`src/rtl/lastuse_tlb_pkg.sv`:
```
package lastuse_tlb_pkg;

    typedef struct packed {
        logic x;
        logic w;
        logic r;
    } perm_t;

    typedef enum logic [1:0] {
        ACC_READ  = 2'd0,
        ACC_WRITE = 2'd1,
        ACC_EXEC  = 2'd2,
        ACC_NONE  = 2'd3
    } acc_e;

    function automatic logic perm_ok(perm_t p, logic [1:0] acc);
        case (acc)
            ACC_READ:  return p.r;
            ACC_WRITE: return p.w;
            ACC_EXEC:  return p.x;
            default:   return 1'b0;
        endcase
    endfunction

endpackage

```
`src/rtl/tlb_entry_store.sv`:
```
module tlb_entry_store
    import lastuse_tlb_pkg::*;
#(
    parameter int ENTRIES = 8,
    parameter int VPN_W   = 20,
    parameter int PPN_W   = 20
) (
    input  logic             clk,
    input  logic             rst,
    input  logic             rd_en,
    input  logic [VPN_W-1:0] rd_vpn,
    input  logic             wr_en,
    input  logic [VPN_W-1:0] wr_vpn,
    input  logic [PPN_W-1:0] wr_ppn,
    input  perm_t            wr_perm,
    output logic             rd_found,
    output logic [PPN_W-1:0] rd_ppn,
    output perm_t            rd_perm
);
    localparam int IDX_W = (ENTRIES > 1) ? $clog2(ENTRIES) : 1;

    logic [ENTRIES-1:0] valid_q;
    logic [VPN_W-1:0]   vpn_q  [ENTRIES];
    logic [PPN_W-1:0]   ppn_q  [ENTRIES];
    perm_t              perm_q [ENTRIES];
    logic [IDX_W-1:0]   rr_q;
    logic [ENTRIES-1:0] match;

    // word lines: a slot compares only while the array is enabled
    generate
        for (genvar g = 0; g < ENTRIES; g++) begin : g_cmp
            assign match[g] = rd_en && valid_q[g] && (vpn_q[g] == rd_vpn);
        end
    endgenerate

    always_comb begin
        rd_found = 1'b0;
        rd_ppn   = '0;
        rd_perm  = '0;
        for (int i = ENTRIES - 1; i >= 0; i--) begin
            if (match[i]) begin
                rd_found = 1'b1;
                rd_ppn   = ppn_q[i];
                rd_perm  = perm_q[i];
            end
        end
    end

    always_ff @(posedge clk) begin
        if (rst) begin
            valid_q <= '0;
            rr_q    <= '0;
        end else if (wr_en) begin
            valid_q[rr_q] <= 1'b1;
            rr_q <= (rr_q == IDX_W'(ENTRIES - 1)) ? '0 : rr_q + 1'b1;
        end
    end

    always_ff @(posedge clk) begin
        if (wr_en) begin
            vpn_q[rr_q]  <= wr_vpn;
            ppn_q[rr_q]  <= wr_ppn;
            perm_q[rr_q] <= wr_perm;
        end
    end

    assert_fill_slot_R7: assert property (@(posedge clk) disable iff (rst)
        wr_en |=> valid_q[$past(rr_q)]);

    assert_idle_array_R4: assert property (@(posedge clk) disable iff (rst)
        !rd_en |-> !rd_found);

endmodule

```
`src/rtl/tlb_last_use.sv`:
```
module tlb_last_use
    import lastuse_tlb_pkg::*;
#(
    parameter int VPN_W = 20,
    parameter int PPN_W = 20
) (
    input  logic             clk,
    input  logic             rst,
    input  logic             flush,
    input  logic             fill_en,
    input  logic [VPN_W-1:0] fill_vpn,
    input  logic [PPN_W-1:0] fill_ppn,
    input  perm_t            fill_perm,
    input  logic             upd_en,
    input  logic             upd_found,
    input  logic [VPN_W-1:0] upd_vpn,
    input  logic [PPN_W-1:0] upd_ppn,
    input  perm_t            upd_perm,
    output logic             lu_valid,
    output logic [VPN_W-1:0] lu_vpn,
    output logic [PPN_W-1:0] lu_ppn,
    output perm_t            lu_perm
);
    always_ff @(posedge clk) begin
        if (rst || flush) begin
            lu_valid <= 1'b0;
            lu_vpn   <= '0;
            lu_ppn   <= '0;
            lu_perm  <= '0;
        end else if (fill_en) begin
            lu_valid <= 1'b1;
            lu_vpn   <= fill_vpn;
            lu_ppn   <= fill_ppn;
            lu_perm  <= fill_perm;
        end else if (upd_en) begin
            lu_valid <= upd_found;
            lu_vpn   <= upd_vpn;
            lu_ppn   <= upd_ppn;
            lu_perm  <= upd_perm;
        end
    end

    assert_flush_clears_R9: assert property (@(posedge clk) disable iff (rst)
        flush |=> !lu_valid);

    assert_fill_loads_R8: assert property (@(posedge clk) disable iff (rst)
        (fill_en && !flush) |=> (lu_valid && lu_vpn == $past(fill_vpn)));

endmodule

```
`src/rtl/tlb_switch_count.sv`:
```
module tlb_switch_count #(
    parameter int CNT_W = 32
) (
    input  logic             clk,
    input  logic             rst,
    input  logic             inc,
    output logic [CNT_W-1:0] count
);
    localparam logic [CNT_W-1:0] CNT_MAX = '1;

    always_ff @(posedge clk) begin
        if (rst)
            count <= '0;
        else if (inc && count != CNT_MAX)
            count <= count + 1'b1;
    end

    assert_count_sat_R6: assert property (@(posedge clk) disable iff (rst)
        (count == CNT_MAX) |=> (count == CNT_MAX));

    assert_count_step_R6: assert property (@(posedge clk) disable iff (rst)
        1'b1 |=> (count == $past(count) || count == $past(count) + 1'b1));

endmodule

```
`src/rtl/lastuse_tlb.sv`:
```
module lastuse_tlb
    import lastuse_tlb_pkg::*;
#(
    parameter int ENTRIES    = 8,
    parameter int VA_W       = 32,
    parameter int PA_W       = 32,
    parameter int PAGE_BYTES = 4096,
    parameter int CNT_W      = 32,
    localparam int OFF_W     = $clog2(PAGE_BYTES),
    localparam int VPN_W     = VA_W - OFF_W,
    localparam int PPN_W     = PA_W - OFF_W
) (
    input  logic             clk,
    input  logic             rst,
    input  logic             lk_valid,
    input  logic [VA_W-1:0]  lk_vaddr,
    input  logic [1:0]       lk_acc,
    input  logic             fill_valid,
    input  logic [VPN_W-1:0] fill_vpn,
    input  logic [PPN_W-1:0] fill_ppn,
    input  logic [2:0]       fill_perm,
    input  logic             flush,
    output logic [PA_W-1:0]  pa,
    output logic             array_en,
    output logic             hit_q,
    output logic             miss_q,
    output logic             fault_q,
    output logic [CNT_W-1:0] switch_count
);
    logic [VPN_W-1:0] vpn;
    logic [OFF_W-1:0] off;
    logic             lu_valid;
    logic [VPN_W-1:0] lu_vpn;
    logic [PPN_W-1:0] lu_ppn;
    perm_t            lu_perm;
    logic             arr_found;
    logic [PPN_W-1:0] arr_ppn;
    perm_t            arr_perm;
    logic             sel_found;
    logic [PPN_W-1:0] sel_ppn;
    perm_t            sel_perm;
    logic             allowed;

    assign vpn = lk_vaddr[VA_W-1:OFF_W];
    assign off = lk_vaddr[OFF_W-1:0];

    // page switch: different page or no held translation
    assign array_en = lk_valid && (!lu_valid || (vpn != lu_vpn));

    tlb_entry_store #(.ENTRIES(ENTRIES), .VPN_W(VPN_W), .PPN_W(PPN_W)) u_store (
        .clk(clk), .rst(rst),
        .rd_en(array_en), .rd_vpn(vpn),
        .wr_en(fill_valid), .wr_vpn(fill_vpn), .wr_ppn(fill_ppn),
        .wr_perm(perm_t'(fill_perm)),
        .rd_found(arr_found), .rd_ppn(arr_ppn), .rd_perm(arr_perm)
    );

    tlb_last_use #(.VPN_W(VPN_W), .PPN_W(PPN_W)) u_last (
        .clk(clk), .rst(rst), .flush(flush),
        .fill_en(fill_valid), .fill_vpn(fill_vpn), .fill_ppn(fill_ppn),
        .fill_perm(perm_t'(fill_perm)),
        .upd_en(array_en), .upd_found(arr_found), .upd_vpn(vpn),
        .upd_ppn(arr_ppn), .upd_perm(arr_perm),
        .lu_valid(lu_valid), .lu_vpn(lu_vpn), .lu_ppn(lu_ppn), .lu_perm(lu_perm)
    );

    tlb_switch_count #(.CNT_W(CNT_W)) u_cnt (
        .clk(clk), .rst(rst), .inc(array_en), .count(switch_count)
    );

    always_comb begin
        if (array_en) begin
            sel_found = arr_found;
            sel_ppn   = arr_ppn;
            sel_perm  = arr_perm;
        end else begin
            sel_found = lk_valid && lu_valid;
            sel_ppn   = lu_ppn;
            sel_perm  = lu_perm;
        end
    end

    assign allowed = perm_ok(sel_perm, lk_acc);
    assign pa      = {(sel_found ? sel_ppn : PPN_W'(0)), off};

    always_ff @(posedge clk) begin
        if (rst) begin
            hit_q   <= 1'b0;
            miss_q  <= 1'b0;
            fault_q <= 1'b0;
        end else begin
            hit_q   <= lk_valid && sel_found && allowed;
            miss_q  <= lk_valid && !sel_found;
            fault_q <= lk_valid && sel_found && !allowed;
        end
    end

    assert_one_flag_R5: assert property (@(posedge clk) disable iff (rst)
        $past(lk_valid) |-> $countones({hit_q, miss_q, fault_q}) == 1);

    assert_idle_flags_R5: assert property (@(posedge clk) disable iff (rst)
        !$past(lk_valid) |-> !(hit_q || miss_q || fault_q));

    assert_miss_needs_array_R3: assert property (@(posedge clk) disable iff (rst)
        miss_q |-> $past(array_en));

    assert_reuse_has_entry_R3: assert property (@(posedge clk) disable iff (rst)
        (lk_valid && !array_en) |-> lu_valid);

endmodule

```
`config.mk`:
```
export PLATFORM = sky130hd
export DESIGN_NAME = lastuse_tlb
export DESIGN_NICKNAME = d
export VERILOG_FILES = /design/src/rtl/lastuse_tlb_pkg.sv /design/src/rtl/tlb_entry_store.sv /design/src/rtl/tlb_last_use.sv /design/src/rtl/tlb_switch_count.sv /design/src/rtl/lastuse_tlb.sv
export SDC_FILE = /design/constraint.sdc
export NUM_CORES = 1
export LEC_CHECK = 0
export BUFFER_PORTS_ARGS = -buffer_cell sky130_fd_sc_hd__buf_2
export CAP_MARGIN = 20
export CORE_MARGIN = 2
export CORE_UTILIZATION = 50
export DETAILED_ROUTE_END_ITERATION = 10
export HOLD_SLACK_MARGIN = 0.02
export PLACE_DENSITY_LB_ADDON = 0.15
export SETUP_SLACK_MARGIN = 0.3
export SLEW_MARGIN = 20
export SYNTH_ARGS = -nofsm -noshare
export SYNTH_HDL_FRONTEND = slang
export SYNTH_SLANG_ARGS = --single-unit
```
`constraint.sdc`:
```
create_clock -name clk -period 4.2 [get_ports clk]
set_clock_uncertainty 0.1 [all_clocks]
set_input_delay 0.21 -clock clk [delete_from_list [all_inputs] [get_ports clk]]
set_output_delay 0.21 -clock clk [all_outputs]
set_load 0.005 [all_outputs]
```
; Yosys cells after proc, flatten, opt, wreduce, memory -nomap -nowiden
; Memories as Yosys holds them, arrays and structs flattened.
; Index checks and enable logic that the tools add are counted.
[word_totals]
inputBits = 82
mem_count = 3
mem_bits_rw = 344
register_bits = 90
[memory_table]
columns = memory, depth, width, read_ports, rd_ports_with_merged_regs, write_ports, line
row1 = u_store.ppn_q, 8, 20, 8, 0, 1, tlb_entry_store.sv:24  ; logic [PPN_W-1:0] ppn_q [ENTRIES];
row2 = u_store.vpn_q, 8, 20, 8, 0, 1, tlb_entry_store.sv:23  ; logic [VPN_W-1:0] vpn_q [ENTRIES];
row3 = u_store.perm_q, 8, 3, 8, 0, 1, tlb_entry_store.sv:25  ; perm_t perm_q [ENTRIES];
[op_classes]
bitwise = 1
magnitude_cmp = 2
reduce_logical = 31
n_mux = 40
n_addsub = 2
n_eq_ne = 13
[ops]
columns = cell, n
row1 = $mux 20, 13
row2 = $eq 20x20->1, 8
row3 = $mux 3, 11
row4 = $add 32x1->32 const B, 1
row5 = $ne 32x32->1 const B, 1
row6 = $logic_and 1x1->1, 24
row7 = $ne 20x20->1, 1
row8 = $mux 1, 14
row9 = $or 8x8->8, 1
row10 = $lt 3x4->1 const B, 1
row11 = $add 3x1->3 const B, 1
row12 = $demux 1 s3, 1
row13 = $eq 3x3->1 const B, 1
row14 = $ge 3x1->1 const B, 1
row15 = $logic_not 1->1, 3
row16 = $pmux 1 s3, 1
row17 = $eq 2x1->1 const B, 1
row18 = $eq 2x2->1 const B, 1
row19 = $logic_not 2->1, 1
row20 = $logic_or 1x1->1, 2
row21 = $reduce_bool 2->1, 1

; Longest topological paths before layout
; Gate-level depths: netlist of run 1.
[logic_depth]
ltp_word = 17
mapped_depth = 13
ltp_nobuf = 10

; Hierarchy
; From an unflattened synthesis of run 1, not the netlist that was laid out.
[unflattened]
hier_cells = 1487
hier_area_um2 = 19897.8
[modules_own_cells]
columns = module, area_per_inst_um2, cells_each, instances
row1 = tlb_entry_store, 14938.1, 968, 1
row2 = tlb_last_use, 2384.8, 194, 1
row3 = tlb_switch_count, 1674.1, 199, 1
row4 = lastuse_tlb, 900.9, 126, 1

; Least setup slack after synthesis of run 1
; OpenSTA, ideal clock, no wires.
[synth_path]
kind = input-to-reg
from = in fill_valid
to = mem u_store.perm_q[0][0] (netlist name), enable pin
path_slack_ps = 80
arrival_ps = 3521
stages = 3
cell_sequence = clkbuf_1 > nand2b_1 > nor3_1
[synth_between]
elab_chain_len = 2
[synth_rtl]
columns = item, line
row1 = "start, declared", lastuse_tlb.sv:18  ; input logic fill_valid,
row2 = $mux 1, tlb_entry_store.sv:60  ; if (wr_en) begin
row3 = $mux 1 (not written as such), tlb_entry_store.sv:63  ; perm_q[rr_q] <= wr_perm;
row4 = "end, declared", tlb_entry_store.sv:25
; Every way passes these cells.

==> results of run 1 <==
worst max-delay path, cell delays in order (launching register included):
cell and delay, ps:
edfxtp_1 390, xnor2_1 280, nand4_1 220, nor4_4 490, and2_4 310, nor4_1 80
a2111oi_1 410, o21ai_0 230, a211oi_1 330, buf_2 170
worst max-delay path by stage:
stage	to	from	slack [ps]	cells past startpoint
final	pa[13]	u_store.vpn_q[1][17]	420	9
after CTS	pa[13]	u_store.vpn_q[1][17]	290	9
after global placement	pa[27]	lk_vaddr[30]	580	10
after floorplan	u_store.perm_q[3][0]	fill_valid	1250	3
after detailed placement	pa[14]	lk_vaddr[30]	470	10
after global routing	pa[13]	u_store.vpn_q[1][17]	210	9
cells by family after synthesis:
kind of cell / count (synthesis) / share of synthesized area
fa+ha+maj: 3 / 0.00205
xor+xnor: 205 / 0.0981
mux: 7 / 0.00383
buf+inv: 100 / 0.0307
flops: 434 / 0.663
simple gates: 464 / 0.119
compound gates: 224 / 0.0834
what timing repair did:
item / in CTS / in global routing
resized for setup: 7 / 15
gates cloned: 0 / 0
hold buffers: 45 / 0
pin swaps: 1 / 1
setup endpoints to repair: 20 / 19
hold endpoints to repair: 387 / 0
buffers inserted: 2 / 5
cell usage after synthesis, types with 4 or more instances:
cell type,instances
a211oi_1,17
a21o_1,8
a21oi_1,77
a221oi_1,9
a22oi_1,13
a311oi_1,6
a31oi_1,10
and2_1,6
and3_1,11
and4_1,4
buf_1,5
buf_2,16
buf_4,30
buf_6,7
clkbuf_1,36
dfxtp_1,90
edfxtp_1,344
mux2i_1,7
nand2_1,121
nand3_1,42
nand4_1,25
nor2_1,150
nor3_1,37
nor4_1,32
o211ai_1,15
o21ai_0,25
o221ai_1,4
or3_1,15
xnor2_1,73
xor2_1,132
where the power goes:
| part | internal (mW) | switching [mW] | leakage [nW] | total [mW] |
|---|---|---|---|---|
| combinational | 0.184 | 0.361 | 2.90 | 0.545 |
| clock | 2.54 | 1.65 | 0.763 | 4.20 |
| sequential | 4.73 | 0.0348 | 3.86 | 4.76 |
| total | 7.46 | 2.05 | 7.52 | 9.50 |
state kept, by name, summed over array words and instances (netlist names), 8 cells and up:
register         flops
u_store.perm_q      24
u_store.valid_q      8
u_store.vpn_q      160
u_cnt.count         32
u_store.ppn_q      160
u_last.lu_ppn       20
u_last.lu_vpn       20
final cells by class:
class                           count  area [sq um]
Inverter                            5          18.8
Multi-Input combinational cell    903          5780
Tap cell                          468           586
Clock buffer                       58          1260
Sequential cell                   434         12100
Clock inverter                     26           308
Fill cell                        2872         14800
Timing Repair Buffer              228          1520
layer usage:
layer	track usage	share of wire	up-vias
met5	0	0	-
met4	0.0738	0.022	0
met3	0.0428	0.083	74
met2	0.404	0.46	515
met1	0.383	0.44	6067
li1	-	-	5611
per-stage QoR:
stage	total power [mW]	hold slack (ps)	worst slack [ps]	instances	utilization
2_1_floorplan	5.14	209	1250	1437	-
3_3_place_gp	5.34	320	578	1986	0.534
3_5_place_dp	5.35	320	465	1986	0.534
4_1_cts	9.54	26.1	291	2117	0.591
5_1_grt	9.77	113	211	2122	0.594
6_report	9.50	65.7	421	2122	0.594
==> flow_summary.yaml, run 1 <==
critical_path:
  r2r_setup_slack_ps: 840
  worst_setup_path_end_kind: "output pin"
  crit_type: "reg -> out"
  crit_arrival_ps: 3470
  worstReg2RegStart: "u_store.vpn_q[6][13]"
  cp-start-kind: "register"
  r2r_end: "fault_q"
  crit_fanout: 10
  cp.required_ps: 3890
  r2r.worst_path.cells: 11
global_route:
  grt_pass1_vias: 11900
  overflow: 0
  track_usage: 0.261
  antenna_found_initial: 0
  grt_first_pass_wirelength_um: 74100
  grt_max_degree: 58
logic_synthesis:
  syn_area_sq_um: 18300
  synthArstFlopShare: 0
  yosys.area.top_type: "edfxtp_1"
  synth_seq_area_share: 0.663
  ys_top_cells_by_area: "edfxtp_1 (56%), dfxtp_1 (9.8%), xor2_1 (6.3%), xnor2_1 (3.5%), nor2_1 (3.1%)"
  synth_ff_type: "edfxtp_1"
  yosysWarnings: 0
  syn_area_per_cell_sq_um: 12.7
  synth_edf_count: 344
  netlist-cell-type-count: 72
  ys_ff_latch: 434
  synth_top_area_share: 0.565
  syn_inst: 1437
  synth_fp_nets: 1522
die:
  row_count: 70
  die_w_um: 195
  ios: 150
  start_util: 0.503
  dieArea_sq_um: 38100
  core_sq_um: 36300
  die_h_um: 195
placed_design:
  placed_cell_area_sq_um: 19400
  port-buffer-count: 125
  gp_congestion: 0.804
  dp_hpwl_um: 30800
layout:
  final_nets: 1702
  final_area_sq_um: 21600
  layout_common_cells: "edfxtp_1 (344), nor2_1 (142), xor2_1 (132)"
  diodes: 0
  layout.cells.most_common: "edfxtp_1"
  area_growth_pct: 18.0
  drive_gt1_frac: 0.178
power:
  leakagePower_nw: 7.52
  ir_drop_uv: 333
  power_density_nw_per_um2: 440
run:
  cap_violations: 0
sta:
  finalMaxSlewViolations: 0
  relSlewSlack: 0.337
  setup_viol: 0
  worst_pin_slew_ps: 995
  fin_tns_setup_ps: 0
  fmax_ghz: 0.265
  finalHoldViolCount: 0
  rsz0062_at_grt: "yes"
  finalCritPeriodShare: 0.900
  period_needed_ps: 3780
clock_tree:
  cts_buffers: 45
  clk-insertion-delay-late_ps: 550
  cts_num_sinks: 434
  clockBufferDepth: 3
  root_buffer: "clkbuf_16"
  h-tree-depth: 2
  tritoncts: "done"
  clk_pin_slew_ps: 60
routing:
  drc: 0
  totalWireLength_um: 49500
  wire_per_inst_um: 23.3
  first_pass_iters: 5
  ant_nets: 0
  vias_per_cell: 5.78
  vias: 12300
  drt_iter0_drc: 1130
hold_path:
  min_path_cells: 4
  hp-class: "in -> reg"
  hold_start: "lk_acc[0]"
  worstHoldEndpoint: "hit_q"
outcome:
  status: "finished clean"
Power figures use the tool's default switching activity.
==> run 2: changes to the inputs <==
- SYNTH_HIERARCHICAL: default -> 1
==> flow_summary.yaml, run 2 <==
outcome:
  status: "finished clean"
logic_synthesis:
  ys_ff_latch: 434
  synth_compound_area_frac: 0.0946
  synth_fp_nets: 1572
  netlist_top_cells_count: "edfxtp_1 (344), xor2_1 (112), dfxtp_1 (90)"
  syn_area_sq_um: 19900
  synth_top_area_share: 0.519
  synth_ff_type: "edfxtp_1"
  synthAdderAreaFrac: 0.00189
  synth_seq_area_share: 0.610
  yosysMostFrequentCell: "edfxtp_1"
  synthArstFlopShare: 0
  synth_top_family_by_area: "simple AND/OR/NAND/NOR gates"
  ys_top_cells_by_area: "edfxtp_1 (52%), dfxtp_1 (9.1%), xor2_1 (4.9%), xnor2_1 (3.3%), mux2_4 (2.9%)"
  yosys.area.top_type: "edfxtp_1"
  syn_inst: 1487
  synth_edf_count: 344
  netlist-cell-type-count: 66
  synth-xor-area-share: 0.0827
  syn_area_per_cell_sq_um: 13.4
  synth-simple-area-share: 0.113
  yosys-mux-area-fraction: 0.0581
  yosysWarnings: 6
layout:
  drive_gt1_frac: 0.246
  final_nets: 1793
  layout_common_cells: "edfxtp_1 (344), buf_2 (124), xor2_1 (111)"
  diodes: 0
  layout.cells.most_common: "edfxtp_1"
  area_growth_pct: 19.4
  reg_top3: "u_store/ppn_q: 160 flops, u_store/vpn_q: 160 flops, u_cnt/count: 32 flops"
global_route:
  grt_max_degree: 61
  grt_pass1_vias: 12500
  track_usage: 0.255
  grt_first_pass_wirelength_um: 78000
  overflow: 0
  antenna_found_initial: 1
clock_tree:
  clk_pin_slew_ps: 60
  tritoncts: "done"
  h-tree-depth: 2
  clk-insertion-delay-late_ps: 590
  cts_num_sinks: 434
  root_buffer: "clkbuf_16"
  clockBufferDepth: 3
  cts_buffers: 47
sta:
  relSlewSlack: 0.342
  worst_pin_slew_ps: 985
  fin_tns_setup_ps: 0
  setup_viol: 0
  rsz0062_at_grt: "yes"
  finalHoldViolCount: 0
  finalWorstSetupSlack_ps: 128
  period_needed_ps: 4070
  finalMaxSlewViolations: 0
  fmax_ghz: 0.246
  finalCritPeriodShare: 0.970
critical_path:
  r2r.worst_path.cells: 18
  crit_buf_inv: 3
  cp.required_ps: 3890
  worstPathCellList: "xor2_2 > nor4_2 > nand3_1 > or4_4 > and2_4 > nand4_1 > nor2_4 > nor4_4 > buf_6 > clkbuf_16 > o21ai_4 > o221ai_2 > nand2_1 > mux2i_1 > buf_2"
  crit_family: "simple AND/OR/NAND/NOR gates"
  r2r_setup_slack_ps: 480
  crit_arrival_ps: 3760
  slowest_delay_ps: 590
  crit_type: "reg -> out"
  worstReg2RegStart: "u_last/lu_vpn[11]"
  crit_fanout: 6
  cp-start-kind: "register"
  r2r_end: "fault_q"
  worst_setup_path_end_kind: "output pin"
  cpMaxStageDelayCell: "or4_4"
die:
  core_sq_um: 39500
  start_util: 0.503
  die_h_um: 203
  die_w_um: 203
  ios: 150
  dieArea_sq_um: 41400
  row_count: 73
power:
  p_sw_frac: 0.222
  ir_drop_uv: 286
  p_seq_frac: 0.505
  p_sw_mw: 2.10
  power_density_nw_per_um2: 398
  leakagePower_nw: 8.98
  internal_power_mw: 7.37
  combPwrFrac: 0.061
  clockPowerShare: 0.434
placed_design:
  dp_hpwl_um: 31900
  pre_cts_slack_ps: 206
  port-buffer-count: 125
  gp_congestion: 0.853
routing:
  wire_per_inst_um: 23.5
  vias_per_cell: 5.72
  drt_iter0_drc: 1144
  vias: 13000
  first_pass_iters: 7
  drc: 0
  ant_nets: 0
  totalWireLength_um: 53300
hold_path:
  hold_start: "fill_valid"
  worstHoldEndpoint: "u_last/lu_ppn[0]"
  min_path_cells: 3
  hp-class: "in -> reg"
run:
  cap_violations: 0
==> run 2: through the flow <==
| stage | power (mW) | hold WS (ps) | cells | util | area (sq um) |
|---|---|---|---|---|---|
| after floorplan | 5.18 | 182 | 1487 | - | 19900 |
| after global placement | 5.39 | 320 | 2098 | 0.534 | 21100 |
| after detailed placement | 5.40 | 320 | 2098 | 0.534 | 21100 |
| after CTS | 9.52 | 46.3 | 2252 | 0.593 | 23400 |
| after global routing | 9.73 | 77.4 | 2272 | 0.601 | 23800 |
| final | 9.46 | 59.7 | 2272 | 0.601 | 23800 |
==> run 2: power by group through the flow <==
stage / combinational (mW) / clock (mW) / sequential [mW]
floorplan: 0.312 / 0 / 4.87
global placement: 0.518 / 0 / 4.87
detailed placement: 0.527 / 0 / 4.87
CTS: 0.572 / 4.16 / 4.78
global route: 0.614 / 4.33 / 4.79
finish: 0.574 / 4.11 / 4.78
==> run 2: layout make-up <==
type | count | area, sq um
Clock buffer | 58 | 1240
Clock inverter | 30 | 282
Fill cell | 3141 | 15800
Inverter | 28 | 105
Multi-Input combinational cell | 926 | 7290
Sequential cell | 434 | 12100
Tap cell | 525 | 657
Timing Repair Buffer | 271 | 2050
==> run 2: timing repair <==
item                                   in CTS  in global routing
hold buffers                               51                  0
gates cloned                                2                  3
pin swaps                                  23                 33
gates resized for setup                    34                 22
setup buffers                              13                 17
setup endpoints to repair                  22                 25
endpoints found under the hold margin     389                  0
==> run 2: kinds of logic (layout without fill, tap and decap cells) <==
logic type	Yosys count	count (layout)
AOI/OAI and AO/OA	232	232
xor gates and xnor gates	187	187
adders and majority gates	3	3
buffers and inverters	129	387
and+or+nand+nor	407	409
DFF	434	434
muxes	95	95
==> run 2: worst reg2reg max path, cell delays in order (launching register included) <==
cell and delay [ps]:
dfxtp_2 330, xor2_2 150, nor4_2 280, nand3_1 110, or4_4 590, and2_4 200
nand4_1 170, nor2_4 60, buf_4 170, or2_4 280, nand2_4 120, clkbuf_16 200
buf_6 120, buf_6 110, o221ai_2 100, mux2i_1 140, o21ai_1 100, nand3b_1 160
mux2i_1 160
==> run 2: how the worst max path moves through the flow <==
| stage | slack (ps) | depth (start not counted) | to | from |
|---|---|---|---|---|
| 6_report | 130 | 15 | pa[20] | u_last/lu_vpn[11] |
| 5_1_grt | -70 | 15 | pa[20] | u_last/lu_vpn[11] |
| 4_1_cts | 110 | 15 | pa[17] | u_last/lu_vpn[14] |
| 3_5_place_dp | 210 | 16 | fault_q | lk_vaddr[23] |
| 3_3_place_gp | 380 | 16 | fault_q | lk_vaddr[23] |
| 2_1_floorplan | 350 | 17 | pa[12] | u_last/lu_vpn[11] |
==> run 2: layer usage <==
metal	up-vias	global-route usage	wire, um	part of all wire
met5	-	0	0	0
met4	0	0.0779	1170	0.022
met3	69	0.0486	4420	0.083
met2	539	0.408	24900	0.47
met1	6464	0.354	22800	0.43
li1	5927	-	-	-
